[src/rtl/chan_src_pkg.sv]
package chan_src_pkg;

    typedef enum logic [1:0] {
        SRC_PIN = 2'b00,
        SRC_REG = 2'b01,
        SRC_LVL = 2'b10,
        SRC_AND = 2'b11
    } src_mode_e;

    function automatic logic pick_src(input logic [1:0] code,
                                      input logic pin,
                                      input logic reg_bit,
                                      input logic lvl);
        case (src_mode_e'(code))
            SRC_PIN: pick_src = pin;
            SRC_REG: pick_src = reg_bit;
            SRC_LVL: pick_src = lvl;
            default: pick_src = reg_bit & pin;
        endcase
    endfunction

endpackage

[src/rtl/chan_src_regs.sv]
module chan_src_regs #(
    parameter int N_CH  = 10,
    parameter int GRP_A = 6,
    parameter int WR_W  = 12
) (
    input  logic                 clk,
    input  logic                 rst_n,
    input  logic                 ld_mode_a,
    input  logic                 ld_mode_b,
    input  logic                 ld_out,
    input  logic                 ld_par,
    input  logic [WR_W-1:0]      wr_data,
    input  logic                 commit,
    output logic [2*N_CH-1:0]    mode_vec,
    output logic [N_CH-1:0]      out_reg,
    output logic [N_CH-1:0]      par_reg
);
    localparam int MA_W   = 2 * GRP_A;
    localparam int MB_W   = 2 * (N_CH - GRP_A);
    localparam int MODE_W = 2 * N_CH;

    typedef struct packed {
        logic [MODE_W-1:0] stg_mode;
        logic [N_CH-1:0]   stg_out;
        logic [N_CH-1:0]   stg_par;
        logic [MODE_W-1:0] act_mode;
        logic [N_CH-1:0]   act_out;
        logic [N_CH-1:0]   act_par;
    } reg_st_t;

    reg_st_t st_d, st_q;

    always_comb begin
        st_d = st_q;
        if (ld_mode_a) st_d.stg_mode[MA_W-1:0]      = wr_data[MA_W-1:0];
        if (ld_mode_b) st_d.stg_mode[MODE_W-1:MA_W] = wr_data[MB_W-1:0];
        if (ld_out)    st_d.stg_out                 = wr_data[N_CH-1:0];
        if (ld_par)    st_d.stg_par                 = wr_data[N_CH-1:0];
        if (commit) begin
            st_d.act_mode = st_q.stg_mode;
            st_d.act_out  = st_q.stg_out;
            st_d.act_par  = st_q.stg_par;
        end
    end

    always_ff @(posedge clk or negedge rst_n) begin
        if (!rst_n) st_q <= '0;
        else        st_q <= st_d;
    end

    assign mode_vec = st_q.act_mode;
    assign out_reg  = st_q.act_out;
    assign par_reg  = st_q.act_par;

    // active copy only moves on a commit
    p_hold_no_commit_r6: assert property (@(posedge clk) disable iff (!rst_n)
        !commit |=> $stable({mode_vec, out_reg, par_reg}));

    // a commit copies the staged values as they stood before the edge
    p_commit_copy_r6: assert property (@(posedge clk) disable iff (!rst_n)
        commit |=> ({mode_vec, out_reg, par_reg} ==
                    $past({st_q.stg_mode, st_q.stg_out, st_q.stg_par})));

endmodule

[src/rtl/chan_src_mux.sv]
module chan_src_mux #(
    parameter int N_CH = 10
) (
    input  logic [2*N_CH-1:0] mode_vec,
    input  logic [N_CH-1:0]   out_reg,
    input  logic [N_CH-1:0]   par_reg,
    input  logic [N_CH-1:0]   pin,
    output logic [N_CH-1:0]   sel
);
    import chan_src_pkg::*;

    localparam int N_PAIR = N_CH / 2;

    logic [N_CH-1:0] raw;

    for (genvar k = 0; k < N_CH; k++) begin : g_ch
        assign raw[k] = pick_src(mode_vec[2*k +: 2], pin[k], out_reg[k],
                                 par_reg[2*(k/2)]);
    end

    for (genvar p = 0; p < N_PAIR; p++) begin : g_pair
        assign sel[2*p]   = raw[2*p];
        assign sel[2*p+1] = par_reg[2*p+1] ? raw[2*p] : raw[2*p+1];
    end

endmodule

[src/rtl/chan_src_gate.sv]
module chan_src_gate #(
    parameter int N_CH       = 10,
    parameter int RESUME_CYC = 16
) (
    input  logic            clk,
    input  logic            rst_n,
    input  logic            en,
    input  logic [N_CH-1:0] sel,
    input  logic [N_CH-1:0] fault_off,
    output logic [N_CH-1:0] ch_on
);
    localparam int CW = $clog2(RESUME_CYC + 1);

    typedef struct packed {
        logic [CW-1:0]   wait_cnt;
        logic [N_CH-1:0] on;
    } gate_st_t;

    gate_st_t g_d, g_q;

    always_comb begin
        g_d = g_q;
        if (!en) begin
            g_d.wait_cnt = CW'(RESUME_CYC);
            g_d.on       = '0;
        end else begin
            if (g_q.wait_cnt != '0) g_d.wait_cnt = g_q.wait_cnt - 1'b1;
            g_d.on = (g_q.wait_cnt == '0) ? (sel & ~fault_off) : '0;
        end
    end

    always_ff @(posedge clk or negedge rst_n) begin
        if (!rst_n) g_q <= '{wait_cnt: CW'(RESUME_CYC), on: '0};
        else        g_q <= g_d;
    end

    assign ch_on = g_q.on;

    // disable drops every channel at the next edge
    p_off_when_disabled_r9: assert property (@(posedge clk) disable iff (!rst_n)
        !en |=> (ch_on == '0));

    // the first enabled edge never drives a channel
    p_no_instant_resume_r10: assert property (@(posedge clk) disable iff (!rst_n)
        $rose(en) |=> (ch_on == '0));

    // a forced-off channel is off one edge later
    p_fault_forces_off_r11: assert property (@(posedge clk) disable iff (!rst_n)
        (fault_off != '0) |=> ((ch_on & $past(fault_off)) == '0));

endmodule

[src/rtl/chan_src_sel.sv]
module chan_src_sel #(
    parameter  int N_CH       = 10,
    parameter  int GRP_A      = 6,
    parameter  int RESUME_CYC = 16,
    localparam int WR_W       = (2 * GRP_A > N_CH) ? 2 * GRP_A : N_CH
) (
    input  logic            clk,
    input  logic            rst_n,
    input  logic            en,
    input  logic [N_CH-1:0] in_pin,
    input  logic [N_CH-1:0] fault_off,
    input  logic            ld_mode_a,
    input  logic            ld_mode_b,
    input  logic            ld_out,
    input  logic            ld_par,
    input  logic [WR_W-1:0] wr_data,
    input  logic            cs_rise,
    output logic [N_CH-1:0] ch_on
);
    logic [2*N_CH-1:0] mode_vec;
    logic [N_CH-1:0]   out_reg;
    logic [N_CH-1:0]   par_reg;
    logic [N_CH-1:0]   sel;

    chan_src_regs #(.N_CH(N_CH), .GRP_A(GRP_A), .WR_W(WR_W)) regs_i (
        .clk(clk), .rst_n(rst_n),
        .ld_mode_a(ld_mode_a), .ld_mode_b(ld_mode_b),
        .ld_out(ld_out), .ld_par(ld_par),
        .wr_data(wr_data), .commit(cs_rise),
        .mode_vec(mode_vec), .out_reg(out_reg), .par_reg(par_reg)
    );

    chan_src_mux #(.N_CH(N_CH)) mux_i (
        .mode_vec(mode_vec), .out_reg(out_reg), .par_reg(par_reg),
        .pin(in_pin), .sel(sel)
    );

    chan_src_gate #(.N_CH(N_CH), .RESUME_CYC(RESUME_CYC)) gate_i (
        .clk(clk), .rst_n(rst_n), .en(en),
        .sel(sel), .fault_off(fault_off), .ch_on(ch_on)
    );

endmodule

[config.mk]
export PLATFORM = sky130hd
export DESIGN_NAME = chan_src_sel
export DESIGN_NICKNAME = d
export VERILOG_FILES = /design/src/rtl/chan_src_pkg.sv /design/src/rtl/chan_src_regs.sv /design/src/rtl/chan_src_mux.sv /design/src/rtl/chan_src_gate.sv /design/src/rtl/chan_src_sel.sv
export SDC_FILE = /design/constraint.sdc
export NUM_CORES = 1
export LEC_CHECK = 0
export BUFFER_PORTS_ARGS = -buffer_cell sky130_fd_sc_hd__buf_2
export CAP_MARGIN = 40
export CORE_UTILIZATION = 57
export DETAILED_ROUTE_END_ITERATION = 8
export GPL_TIMING_DRIVEN = 0
export PLACE_DENSITY = 0.79
export SLEW_MARGIN = 20
export SYNTH_ARGS = -nofsm -noshare
export SYNTH_HDL_FRONTEND = slang
export SYNTH_SLANG_ARGS = --single-unit
[constraint.sdc]
create_clock -name clk -period 1.9 [get_ports clk]
set_input_delay 0.19 -clock clk [delete_from_list [all_inputs] [get_ports clk]]
set_output_delay 0.19 -clock clk [all_outputs]
set_load 0.005 [all_outputs]
==> out/metrics.yaml, run 1 <==
grt:
  grt-busiest-layer: "met2"
  use_met1_pct: 30.8
  grt_pass1_wl_um: 12600
  grt_max_degree: 81
  antenna_found_initial: 0
  grt_pass1_vias: 2606
  grt.overflow.total: 0
  met2_usage_pct: 38.5
  grt.total_usage_pct: 23.3
  grt.met3_usage_pct: 3.31
drt:
  drc: 0
  routed-via-count: 2440
  drtIter0Drc: 116
  viasPerCell: 5.55
  drtPass1Iterations: 5
  ant_nets: 0
  wire_per_inst_um: 17.2
  wl_um: 7550
placed_design:
  place_inst: 418
  port-buffer-count: 45
  dpl.hpwl_um: 5210
  place_congestion: 0.746
  placed_cell_area_um2: 4330
cells_and_area:
  drive_gt1_share_pct: 44.4
  area_growth_pct: 15.4
  area.sequential_um2: 2380
  multi_input_area_um2: 1410
  final_common_cell: "dfrtp_1"
  antenna_cells: 0
  fin_cells: 440
  final_cell_mix: "94 x dfrtp_1, 68 x mux2_2, 51 x buf_2"
  fillCellCount: 497
  largest_reg_flops: 40
  fin_nets: 396
  regMostFlops: "regs_i.st_q"
  final_area_um2: 4580
setup_path:
  end_kind: "register"
  cp.arrival_ps: 1890
  reg2reg_to: "gate_i.ch_on[0]"
  r2r-start: "gate_i.g_q[10]"
  required_ps: 2170
  startpoint_type: "register"
  rrSetupSlack_ps: 270
  rr_worst_depth: 5
  crit_type: "reg2reg"
  path_max_fanout: 7
sta:
  tns_ps: 0
  fin_skew_ps: 10.6
  holdWs_ps: 75.8
  final_max_slew_viol_count: 0
  post-route-period-util_pct: 85.6
  slew_headroom_pct: 63.6
  finalSetupViolCount: 0
  min_period_ps: 1630
  fmaxAchievable_ghz: 0.615
  rsz0062_at_grt: "no"
  tightest_slew_ps: 546
  hold_viol_final: 0
worst_hold_path:
  hold_end: "regs_i.st_q[71]"
  whs_path_depth: 2
  hold_path.startpoint: "wr_data[11]"
  min_path_type: "in2reg"
yosys:
  syn-num-nets: 333
  synth.distinct_cells: 28
  syn-instance-count: 292
  syn_avg_cell_area_um2: 13.6
  yosys_warnings: 0
  yosysSeqAreaShare_pct: 59.9
  synthArstFlopShare_pct: 100
  synth_edf_count: 0
  synthFlopType: "dfrtp_1"
  synth_seq_cells: 95
  synth_area_um2: 3970
floorplanning:
  placementRows: 30
  ios: 50
  initial_core_util_pct: 58.8
  die_w_um: 85.5
  die_h_um: 85.5
  dieArea_um2: 7310
  core_area_um2: 6760
job:
  drv_cap: 0
clocking:
  cts_sinks: 95
  cts_buffer_depth: 2
  post-cts-setup-buffers: 0
  numCtsBuffers: 9
  cts_tree: "done"
  htree_levels: 3
  root_buffer: "clkbuf_8"
  clock_latency_ps: 350
  path_clk_slew_ps: 90
run_status:
  status: "complete, no violations"
power_and_ir_drop:
  vdd_ir_drop_max_mv: 0.457
  power_density_nw_per_um2: 983
  total_power_uw: 4500
  p_leak_uw: 0.00208
-- per-layer routing --
metal | vias up | share of wire (%)
met5 | - | 0
met2 | 57 | 50
met4 | 0 | 2.0
met3 | 12 | 3.7
met1 | 1233 | 44
li1 | 1138 | -
-- how the worst max path moves through the flow --
stage | start | end | slack (ps) | cells after the start
2_1_floorplan | gate_i.g_q[10] | gate_i.ch_on[9] | 520 | 6
5_1_grt | gate_i.g_q[10] | gate_i.ch_on[0] | 90 | 5
3_3_place_gp | rst_n | regs_i.st_q[50] | -240 | 1
6_report | gate_i.g_q[10] | gate_i.ch_on[0] | 270 | 5
4_1_cts | gate_i.g_q[10] | gate_i.ch_on[6] | 240 | 5
3_5_place_dp | gate_i.g_q[10] | gate_i.ch_on[6] | 270 | 5
-- kinds of logic after synthesis --
kind of cell | Yosys count | synth area share (%)
flops | 95 | 59.9
mux | 70 | 19.8
simple gates | 53 | 8.25
buf+inv | 34 | 4.57
compound gates | 28 | 4.69
xor+xnor | 11 | 2.43
fa+ha+maj | 1 | 0.315
-- cell usage after synthesis, types with 4 or more instances --
library cell / number / share of area [%]
nand3_1: 5 / 0.63
o22ai_1: 5 / 0.79
mux2_2: 68 / 19
or3b_2: 10 / 2.2
nand4b_1: 5 / 1.1
nor2_1: 5 / 0.47
dfrtp_1: 94 / 59
clkbuf_1: 4 / 0.38
buf_2: 7 / 0.88
o221ai_1: 10 / 2.2
nor3_1: 5 / 0.63
nand2_1: 14 / 1.3
xor2_1: 10 / 2.2
buf_4: 10 / 1.9
inv_1: 12 / 1.1
o21ai_0: 12 / 1.5
-- timing repair --
item                                    CTS  global route
endpoints found under the setup margin    0             0
gates resized for setup                   0             0
hold buffers                              6             0
hold endpoints to repair                100             0
-- where the power goes --
group          switching [uW]  internal [uW]
sequential                182           2290
clock                     663            583
combinational             362            427
-- critical path, cell delays in order (launching register included) --
cell and delay, ps:
dfrtp_1 420, inv_1 70, ha_1 190, nor4b_4 400, nand2_1 240, nor3_1 220
-- per-stage QoR --
| stage | setup WS, ps | utilization [%] |
|---|---|---|
| floorplan | 520 | - |
| global placement | -238 | 63.6 |
| detailed placement | 267 | 64.1 |
| CTS | 243 | 67.9 |
| global route | 91.0 | 67.9 |
| finish | 273 | 67.9 |
-- layout make-up --
type / count / area share, %
sequential: 95 / 51.9
buffer: 22 / 2.97
multi-input combinational: 163 / 30.8
inverter: 12 / 0.983
tap: 80 / 2.18
clock buffer: 12 / 3.60
clock inverter: 4 / 0.628
timing repair buffer: 52 / 6.96
Power figures use the tool's default switching activity.
==> run 2, diff against run 1 <==
--- a/config.mk
+++ b/config.mk
@@ -7,11 +7,12 @@
 export LEC_CHECK = 0
 export BUFFER_PORTS_ARGS = -buffer_cell sky130_fd_sc_hd__buf_2
 export CAP_MARGIN = 40
-export CORE_UTILIZATION = 57
+export CORE_UTILIZATION = 58
 export DETAILED_ROUTE_END_ITERATION = 8
 export GPL_TIMING_DRIVEN = 0
 export PLACE_DENSITY = 0.79
 export SLEW_MARGIN = 20
 export SYNTH_ARGS = -nofsm -noshare
 export SYNTH_HDL_FRONTEND = slang
+export SYNTH_HIERARCHICAL = 1
 export SYNTH_SLANG_ARGS = --single-unit
==> run 2 against run 1 <==
  * First-iteration DRC count up 30%
  * Count of clock-buffer cells in the layout down 3
  * Clock skew down 4.5 ps
  * Register-to-register slack worse by 120 ps
  * Non-clock buffer count up 42
  * Setup slack worse by 120 ps
  * Cell area up 12%
  * Cell count up 15%
  * Die area up 11%
  * Routed wire length up 5.6%
  * Combinational power up 42%
==> out/metrics.yaml, run 2 <==
cells_and_area:
  final_cell_mix: "94 x dfrtp_1, 80 x mux2_2, 51 x buf_4"
  regMostFlops: "regs_i/st_q"
  area_growth_pct: 15.0
  antenna_cells: 0
  area.sequential_um2: 2380
  drive_gt1_share_pct: 51.6
  utilization_pct: 69.9
  fin_nets: 443
  largest_reg_flops: 40
  final_common_cell: "dfrtp_1"
  fillCellCount: 559
  multi_input_area_um2: 1560
sta:
  min_period_ps: 1750
  rsz0062_at_grt: "no"
  fin_skew_ps: 6.08
  hold_viol_final: 0
  finalSetupViolCount: 0
  slew_headroom_pct: 72.7
  fmaxAchievable_ghz: 0.573
  holdWs_ps: 19.4
  setup_ws_ps: 154
  tns_ps: 0
  post-route-period-util_pct: 91.9
  tightest_slew_ps: 410
  final_max_slew_viol_count: 0
job:
  drv_cap: 0
drt:
  drtIter0Drc: 151
  wl_um: 7970
  top_layer: "met4"
  wl_met1_um: 3650
  drc: 0
  wl_met2_um: 3970
  routed-wl-met3_um: 292
  drtPass1Iterations: 4
  viasPerCell: 5.14
  ant_nets: 0
  wire_per_inst_um: 15.7
  routed-via-count: 2603
placed_design:
  dp_slack_ps: 176
  port-buffer-count: 45
  dpl.hpwl_um: 5590
  place_congestion: 0.750
setup_path:
  cp.arrival_ps: 2020
  cpMaxStageDelayCell: "or4b_4"
  slowest_delay_ps: 520
  startpoint_type: "register"
  critical_path.cell_chain: "inv_1 > ha_1 > or4b_4 > buf_6 > nor4b_4"
  required_ps: 2170
  end_kind: "register"
  crit_buf_inv: 2
  critPathTopFamily: "simple AND/OR/NAND/NOR gates"
  crit_type: "reg2reg"
  path_max_fanout: 10
power_and_ir_drop:
  total_power_uw: 4820
  switching_share_pct: 29.0
  power.internal_uw: 3420
  power_density_nw_per_um2: 935
  vdd_ir_drop_max_mv: 0.705
  power_switching_uw: 1400
  p_leak_uw: 0.00245
  power_frac_seq_pct: 50.8
  p_clk_share_pct: 26.0
  power_frac_comb_pct: 23.3
yosys:
  synth_area_leader_cell: "dfrtp_1"
  synth_xor_area_share_pct: 1.95
  syn-num-nets: 376
  synth.distinct_cells: 29
  synth_common_cells: "94 x dfrtp_1, 80 x mux2_2, 51 x buf_4"
  syn_avg_cell_area_um2: 13.4
  synth_area_leaders: "dfrtp_1 52%, mux2_2 20%, buf_4 8.5%"
  synth_top_family_by_area: "multiplexers"
  synth_top_area_share_pct: 52.5
  synthArstFlopShare_pct: 100
  synth.area.mux_share_pct: 20.8
  yosys_warnings: 6
  synth.most_common_cell: "dfrtp_1"
  synth_seq_cells: 95
  synthFlopType: "dfrtp_1"
  synth_compound_area_share_pct: 3.68
  synth_fa_ha_area_share_pct: 0.279
  synth_area_um2: 4480
  synth_edf_count: 0
  syn-instance-count: 335
  synth-simple-area-share_pct: 8.21
  yosysSeqAreaShare_pct: 53.1
clocking:
  clock_latency_ps: 360
  root_buffer: "clkbuf_8"
  htree_levels: 3
  numCtsBuffers: 9
  path_clk_slew_ps: 90
  cts_buffer_depth: 2
  cts_sinks: 95
  cts_tree: "done"
floorplanning:
  placementRows: 31
  initial_core_util_pct: 60.8
  die_h_um: 89.9
  ios: 50
  dieArea_um2: 8080
  die_w_um: 89.9
  core_area_um2: 7370
worst_hold_path:
  min_path_type: "in2reg"
run_status:
  status: "complete, no violations"
grt:
  grt_pass1_wl_um: 13300
  grt_max_degree: 62
  antenna_found_initial: 0
  grt.overflow.total: 0
  grt.total_usage_pct: 21.6
  grt_pass1_vias: 2713
[run 2: kinds of logic after synthesis]
family,Yosys count
flops,95
mux,83
buf+inv,82
simple gates,41
compound gates,23
xor+xnor,10
fa+ha+maj,1
[run 2: through the flow]
step	cell area (um2)	instances
after global placement	4830	479
after detailed placement	4870	480
after floorplan	4480	335
after global routing	5150	506
after CTS	5150	506
final	5150	506
[run 2: repair_timing]
| item | 4_1_cts | 5_1_grt |
|---|---|---|
| setup buffers | 0 | 0 |
| endpoints found under the setup margin | 0 | 0 |
| gates resized for setup | 0 | 0 |
| endpoints found under the hold margin | 43 | 0 |
| hold buffers | 10 | 0 |
[run 2: power groups by stage]
stage / Clock (uW) / Combinational [uW] / Sequential [uW]
after floorplan: 0 / 861 / 2430
after global placement: 0 / 1050 / 2460
after detailed placement: 0 / 1100 / 2490
after CTS: 1280 / 1130 / 2450
after global routing: 1360 / 1230 / 2480
final: 1250 / 1120 / 2450
[run 2: routing by layer]
metal / up-vias / global-route usage, %
met5: - / 0
met4: 0 / 5.65
met3: 4 / 5.58
met2: 53 / 35.3
met1: 1301 / 28.9
li1: 1245 / -
[run 2: area by class of cell]
class	count	area share, %
Tap cell	99	2.40
Clock buffer	9	2.40
Multi-Input combinational cell	158	30.3
Timing Repair Buffer	56	6.97
Sequential cell	95	46.2
Buffer	60	8.89
Clock inverter	7	1.24
Inverter	22	1.60
[run 2: worst reg2reg max path: cells and delay by family, from the launching register on]
| family | cells | cell delay (ps) |
|---|---|---|
| fa+ha+maj | 1 | 220 |
| flops | 1 | 430 |
| buf+inv | 2 | 280 |
| simple gates | 2 | 740 |
[run 2: final timing paths]
path,startpoint,endpoint,slack [ps],cells after the start
worst max-delay path,gate_i/g_q[10],gate_i/ch_on[8],150,5
worst min-delay path,fault_off[8],gate_i/ch_on[8],20,2
worst max register to register,gate_i/g_q[10],gate_i/ch_on[8],150,5
worst min register to register,regs_i/st_q[59],regs_i/out_reg[9],510,1
max in group asynchronous,rst_n,gate_i/g_q[14],1000,3
min in group asynchronous,rst_n,gate_i/g_q[12],280,2
